==> config.mk <==
export PLATFORM = sky130hd
export DESIGN_NAME = rx_byte_order_fix
export DESIGN_NICKNAME = d
export VERILOG_FILES = /design/src/rtl/rx_byte_order_pkg.sv /design/src/rtl/rx_comma_scan.sv /design/src/rtl/rx_pair_mode.sv /design/src/rtl/rx_lane_splice.sv /design/src/rtl/rx_byte_order_fix.sv
export SDC_FILE = /design/constraint.sdc
export NUM_CORES = 1
export LEC_CHECK = 0
export BUFFER_PORTS_ARGS = -buffer_cell sky130_fd_sc_hd__buf_2
export CAP_MARGIN = 10
export CORE_AREA = 3 3 50 57
export DETAILED_ROUTE_END_ITERATION = 6
export DIE_AREA = 0 0 53 60
export GPL_ROUTABILITY_DRIVEN = 0
export GPL_TIMING_DRIVEN = 0
export MAX_ROUTING_LAYER = met4
export PLACE_DENSITY_LB_ADDON = 0.3
export RECOVER_POWER = 100
export SETUP_SLACK_MARGIN = 0.1
export SLEW_MARGIN = 30
export SYNTH_ARGS = -nofsm -noshare
export SYNTH_HDL_FRONTEND = slang
export SYNTH_SLANG_ARGS = --single-unit
export TNS_END_PERCENT = 20
==> constraint.sdc <==
create_clock -name clk -period 1.6 [get_ports clk]
set_clock_uncertainty 0.1 [all_clocks]
set_input_delay 0.24 -clock clk [delete_from_list [all_inputs] [get_ports clk]]
set_output_delay 0.24 -clock clk [all_outputs]
set_load 0.05 [all_outputs]
==> src/rtl/rx_byte_order_pkg.sv <==
// Package: shared constants and types for the receive byte ordering path.
// Assumes 8b/10b decoded bytes; the comma value is the decoded K28.5 code.
package rx_byte_order_pkg;

    localparam int unsigned BYTE_BITS  = 8;
    localparam logic [BYTE_BITS-1:0] K28_5_CODE = 8'hBC;

    // Lane pairing currently applied to the byte stream.
    typedef enum logic {
        PAIR_DIRECT  = 1'b0,
        PAIR_SPLICED = 1'b1
    } pair_mode_e;

endpackage

==> src/rtl/rx_comma_scan.sv <==
// Module: rx_comma_scan
// Flags each byte lane that holds the comma with its control bit set.
// Assumes lane i occupies bits [i*BYTE_W +: BYTE_W] with flag ctl[i].
// Purely combinational; one hit bit per lane.
module rx_comma_scan #(
    parameter int unsigned BYTE_W = 8,
    parameter int unsigned LANES  = 2,
    parameter logic [BYTE_W-1:0] COMMA = 8'hBC,
    localparam int unsigned WORD_W = BYTE_W * LANES
) (
    input  logic [WORD_W-1:0] data,
    input  logic [LANES-1:0]  ctl,
    output logic [LANES-1:0]  hit
);

    genvar g;
    generate
        for (g = 0; g < LANES; g++) begin : g_lane
            // Compare one lane against the comma, qualified by its flag.
            always_comb begin
                hit[g] = ctl[g] && (data[g*BYTE_W +: BYTE_W] == COMMA);
            end
        end
    endgenerate

endmodule

==> src/rtl/rx_pair_mode.sv <==
// Module: rx_pair_mode
// Tracks whether the byte stream must be spliced across words.
// A low-lane comma wins and selects direct pairing at once for the current
// word; a high-lane comma selects splicing from the next word on.
// Assumes run is the combined reset/sync enable, sampled synchronously.
module rx_pair_mode
    import rx_byte_order_pkg::*;
(
    input  logic       clk,
    input  logic       run,
    input  logic       hit_lo,
    input  logic       hit_hi,
    output logic       splice_now,
    output pair_mode_e mode_q
);

    pair_mode_e mode_d;

    // Pick the pairing for the word in flight and the mode it leaves behind.
    always_comb begin
        splice_now = (mode_q == PAIR_SPLICED) && !hit_lo;
        if (hit_lo) begin
            mode_d = PAIR_DIRECT;
        end else if (hit_hi) begin
            mode_d = PAIR_SPLICED;
        end else begin
            mode_d = mode_q;
        end
    end

    // Hold the pairing mode; cleared whenever the block is not running.
    always_ff @(posedge clk) begin
        if (!run) begin
            mode_q <= PAIR_DIRECT;
        end else begin
            mode_q <= mode_d;
        end
    end


    hi_comma_enters_splice_chk: assert property (@(posedge clk) disable iff (!run)
        (hit_hi && !hit_lo) |=> (mode_q == PAIR_SPLICED));


    lo_comma_leaves_splice_chk: assert property (@(posedge clk) disable iff (!run)
        hit_lo |=> (mode_q == PAIR_DIRECT));


    no_comma_keeps_mode_chk: assert property (@(posedge clk) disable iff (!run)
        (!hit_lo && !hit_hi) |=> $stable(mode_q));

endmodule

==> src/rtl/rx_lane_splice.sv <==
// Module: rx_lane_splice
// Builds the output word either directly from the input or by joining the
// previous word's top byte (new low lane) with the current low byte.
// Assumes exactly two lanes; one register stage on every output.
module rx_lane_splice #(
    parameter int unsigned BYTE_W = 8,
    localparam int unsigned LANES  = 2,
    localparam int unsigned WORD_W = BYTE_W * LANES
) (
    input  logic              clk,
    input  logic              run,
    input  logic              splice_now,
    input  logic [WORD_W-1:0] in_data,
    input  logic [LANES-1:0]  in_ctl,
    output logic [WORD_W-1:0] out_data,
    output logic [LANES-1:0]  out_ctl,
    output logic              out_valid
);

    logic [BYTE_W-1:0] held_byte;
    logic              held_flag;
    logic [WORD_W-1:0] word_d;
    logic [LANES-1:0]  ctl_d;

    // Choose direct or spliced pairing for the word in flight.
    always_comb begin
        if (splice_now) begin
            word_d = {in_data[BYTE_W-1:0], held_byte};
            ctl_d  = {in_ctl[0], held_flag};
        end else begin
            word_d = in_data;
            ctl_d  = in_ctl;
        end
    end

    // Keep the top byte and flag of the last accepted word.
    always_ff @(posedge clk) begin
        if (!run) begin
            held_byte <= '0;
            held_flag <= 1'b0;
        end else begin
            held_byte <= in_data[WORD_W-1 -: BYTE_W];
            held_flag <= in_ctl[LANES-1];
        end
    end

    // Register the result with its valid bit.
    always_ff @(posedge clk) begin
        if (!run) begin
            out_data  <= '0;
            out_ctl   <= '0;
            out_valid <= 1'b0;
        end else begin
            out_data  <= word_d;
            out_ctl   <= ctl_d;
            out_valid <= 1'b1;
        end
    end


    direct_copy_chk: assert property (@(posedge clk) disable iff (!run)
        !splice_now |=> (out_data == $past(in_data) && out_ctl == $past(in_ctl)));


    splice_low_lane_chk: assert property (@(posedge clk) disable iff (!run)
        (splice_now && $past(run)) |=>
            (out_data[BYTE_W-1:0] == $past(in_data[WORD_W-1 -: BYTE_W], 2)));


    valid_follows_run_chk: assert property (@(posedge clk) disable iff (!run)
        run |=> out_valid);

endmodule

==> src/rtl/rx_byte_order_fix.sv <==
// Module: rx_byte_order_fix (top)
// Realigns a two-byte-per-clock receive stream so the K28.5 comma always
// sits in the low lane, following boundary shifts at any time.
// Assumes clk is the receiver's recovered parallel clock and that in_data
// is already 8b/10b decoded. Synchronous active-low reset; sync_ok low also
// clears all state.
module rx_byte_order_fix
    import rx_byte_order_pkg::*;
#(
    parameter int unsigned BYTE_W = BYTE_BITS,
    parameter logic [BYTE_W-1:0] COMMA = K28_5_CODE,
    localparam int unsigned LANES  = 2,
    localparam int unsigned WORD_W = BYTE_W * LANES
) (
    input  logic              clk,
    input  logic              rst_n,
    input  logic              sync_ok,
    input  logic [WORD_W-1:0] in_data,
    input  logic [LANES-1:0]  in_ctl,
    output logic [WORD_W-1:0] out_data,
    output logic [LANES-1:0]  out_ctl,
    output logic              out_valid,
    output logic              swapped
);

    logic             run;
    logic [LANES-1:0] lane_hit;
    logic             splice_now;
    pair_mode_e       mode_q;

    // Block runs only out of reset and with the receiver in sync.
    always_comb begin
        run     = rst_n && sync_ok;
        swapped = (mode_q == PAIR_SPLICED);
    end

    rx_comma_scan #(
        .BYTE_W (BYTE_W),
        .LANES  (LANES),
        .COMMA  (COMMA)
    ) u_scan (
        .data (in_data),
        .ctl  (in_ctl),
        .hit  (lane_hit)
    );

    rx_pair_mode u_mode (
        .clk        (clk),
        .run        (run),
        .hit_lo     (lane_hit[0]),
        .hit_hi     (lane_hit[LANES-1]),
        .splice_now (splice_now),
        .mode_q     (mode_q)
    );

    rx_lane_splice #(
        .BYTE_W (BYTE_W)
    ) u_splice (
        .clk        (clk),
        .run        (run),
        .splice_now (splice_now),
        .in_data    (in_data),
        .in_ctl     (in_ctl),
        .out_data   (out_data),
        .out_ctl    (out_ctl),
        .out_valid  (out_valid)
    );


    idle_clears_chk: assert property (@(posedge clk)
        !run |=> (!out_valid && out_data == '0 && out_ctl == '0 && !swapped));


    both_commas_direct_chk: assert property (@(posedge clk) disable iff (!run)
        (lane_hit == {LANES{1'b1}}) |=> (!swapped && out_data == $past(in_data)));

endmodule

==> results.toml <==
[setup_path]
crit_path_max_fanout = 1
crit_type = "reg -> out"
cp.required_ns = 1.26
crit_path_capture_type = "output port"
critPathMaxStageDelay_ns = 0.46
timing.critical_path.max_delay_family = "buffers and inverters"
worst-endpoint-arrival_ns = 1.12
worst_setup_path_start_kind = "flip-flop"
timing.critical_path.cells = "clkbuf_1"
worst-path-buf-inv = 1
crit_slowest_cell = "clkbuf_1"

[yosys]
yosys_register_bits = 29
yosysWarnings = 0
synth.net_count = 132
postSynthCellCount = 111
cell_area_after_synthesis_mm2 = 0.00109
synth_area_leaders = "dfxtp_1 53%, inv_1 3.4%, nor2_1 3.1%"
synth_top_area_share_pct = 53.2
synth_cell_types = 28
netlist.top_cell.by_area = "dfxtp_1"
syn_area_per_cell_um2 = 9.83
synth-seq-area-share_pct = 53.2

[sta]
final.hold.worst_slack_ns = 0.0502
finalSetupViolations = 0
final_min_period_over_clock_period_pct = 91.3
drv_slew = 0
timing.final.hold_violations = 0
grt_setup_unrepaired = "no"
timing.max_slew.rel_slack_pct = 57.6
worst_slew_pin_slew_ns = 0.630
setup_ws_ns = 0.140
max_freq_ghz = 0.685
finalCriticalPeriod_ns = 1.46

[clock_network]
ctsHtreeMaxLevel = 2
cts_tree = "yes"
cts_root_buf = "clkbuf_4"
insertion_delay_ns = 0.33
clock_tree.buffer_depth = 2
clkSinkCount = 29
cts.reportedPaths.clkPinSlew_ns = 0.09
cts_setup_buffers = 0
inserted_clock_buffers = 5

[global_routing]
via_count_of_the_first_global_routing_pass = 987
met2_usage_pct = 31.9
grt.met3_usage_pct = 7.48
grt_max_degree = 11
grt_busiest_layer = "met2"
grt_util_all_layers_pct = 20.0
antenna_found_initial = 0
congestion_overflow_gr = 0
global_route.usage.met1_pct = 21.7
grt_first_pass_wirelength_um = 4430

[floorplanning]
die_w_um = 53
ioPinCount = 41
core_outline_area_mm2 = 0.00227
core.rowCount = 18
total_die_area_mm2 = 0.00318
initial_core_util_pct = 48.0
dieHeight_um = 60

[cells_and_area]
layout-drive-gt1-share_pct = 22.6
nets = 179
final.fill_count = 210
layout.cells.non_filler = 189
postLayoutCellArea_mm2 = 0.00138
areaGrowthSynthToFinish_pct = 26.1
final-seq-area_um2 = 581
antenna-diode-count = 0
finish.utilization_pct = 60.5
multi_input_area_um2 = 448

[drt]
detailroute.via_count = 1089
drt_pass1_iterations = 4
antenna_left = 0
drt-total-wl_um = 2860
via_per_inst = 5.76
iter_0_drt_violations = 31
avgRoutedWirePerCell_um = 15.1
remaining_drc_errors = 0

[placement]
place_ws_ns = -0.0288
dp_hpwl_um = 2070
placement.io_buffers = 40
placed_cells = 181
placed_cell_area_mm2 = 0.00133

[pwr]
power.density_mw_per_mm2 = 1050
peakVddDrop_uv = 740
power.leakage_nw = 0.588

[status]
run_status = "completed"

[hold_path]
worst_hold_check_path_type = "in -> reg"

[run]
max_cap_viol_count = 0
[cell families (layout without fill, tap and decap cells)]
group | Yosys count | after routing | synth area share, %
and+or+nand+nor | 36 | 36 | 19.3
AOI/OAI and AO/OA | 30 | 30 | 21.8
DFF | 29 | 29 | 53.2
buffers and inverters | 16 | 64 | 5.73
[registers in the layout (all words and copies together) (netlist names)]
signal	flops
u_splice.out_data	16
u_splice.out_valid	1
u_splice.out_ctl	2
u_mode.mode_q	1
u_splice.held_flag	1
u_splice.held_byte	8
[placed cells by master, fill, tap and decap left out, types with 2 or more instances in the layout]
master	n
and3_1	5
dfxtp_1	29
o2111ai_1	3
a32oi_1	3
a21oi_1	5
nor3_1	2
clkbuf_4	5
nand2_1	4
o31a_1	3
a32o_1	2
or4_1	3
nor2_1	9
a221oi_1	2
buf_2	20
o21ai_0	4
nand3_1	6
nand4b_1	2
clkbuf_8	2
inv_1	10
o32ai_1	3
clkbuf_1	20
clkbuf_2	4
o221a_2	3
[final cells by class]
type	instances	area share (%)
inverter	11	3.00
multi-input combinational	66	32.5
timing repair buffer	40	12.9
clock buffer	7	4.73
sequential	29	42.2
clock inverter	1	0.364
tap	30	2.73
buffer	5	1.55
[repair_timing]
action / in CTS / in global routing
gates resized for setup: 0 / 2
hold buffers: 0 / 0
setup endpoints to repair: 0 / 3
[layer usage]
| metal | vias to the layer above | wire length [um] |
|---|---|---|
| met5 | - | 0 |
| met4 | 0 | 53 |
| met3 | 8 | 271 |
| met2 | 58 | 1380 |
| met1 | 510 | 1160 |
| li1 | 513 | - |
[Yosys cell counts, drive strengths merged]
master,instances
a21oi,5
a221oi,2
a32o,2
a32oi,3
a41oi,1
and3,5
and3b,1
and4b,1
buf,2
clkbuf,3
clkinv,1
dfxtp,29
inv,10
nand2,4
nand3,6
nand4b,2
nand4bb,1
nor2,9
nor3,3
nor4bb,1
o2111ai,3
o21ai,4
o221a,3
o31a,3
o31ai,1
o32ai,3
or4,3
[worst min-delay path, delay by kind of cell]
kind          cells  cell delay (ns)
simple gates      1             0.08
buf+inv           2             0.13
[through the flow]
stage / setup TNS [ns] / power [mW]
after floorplan: 0 / 0.893
after global placement: -0.0324 / 0.963
after detailed placement: -0.118 / 0.968
after CTS: 0 / 1.46
after global routing: 0 / 1.51
final: 0 / 1.45
[worst paths after layout]
kind	startpoint	slack [ns]	cells past startpoint	end
hold / removal	in_data[15]	0.05	3	u_splice.held_byte[7]$_SDFF_PP0_
setup reg to reg	u_mode.mode_q$_SDFFE_PP0P_	0.20	4	u_splice.out_data[14]$_SDFF_PP0_
setup / recovery	u_splice.out_ctl[1]$_SDFF_PP0_	0.14	1	out_ctl[1]
hold reg to reg	u_splice.held_byte[6]$_SDFF_PP0_	0.39	2	u_splice.out_data[6]$_SDFF_PP0_
[power breakdown]
group	switching, mW	leakage, nW	internal (mW)
Sequential	0.00728	0.238	0.750
Clock	0.248	0.0413	0.254
Combinational	0.139	0.308	0.0514
Power figures use the tool's default switching activity.
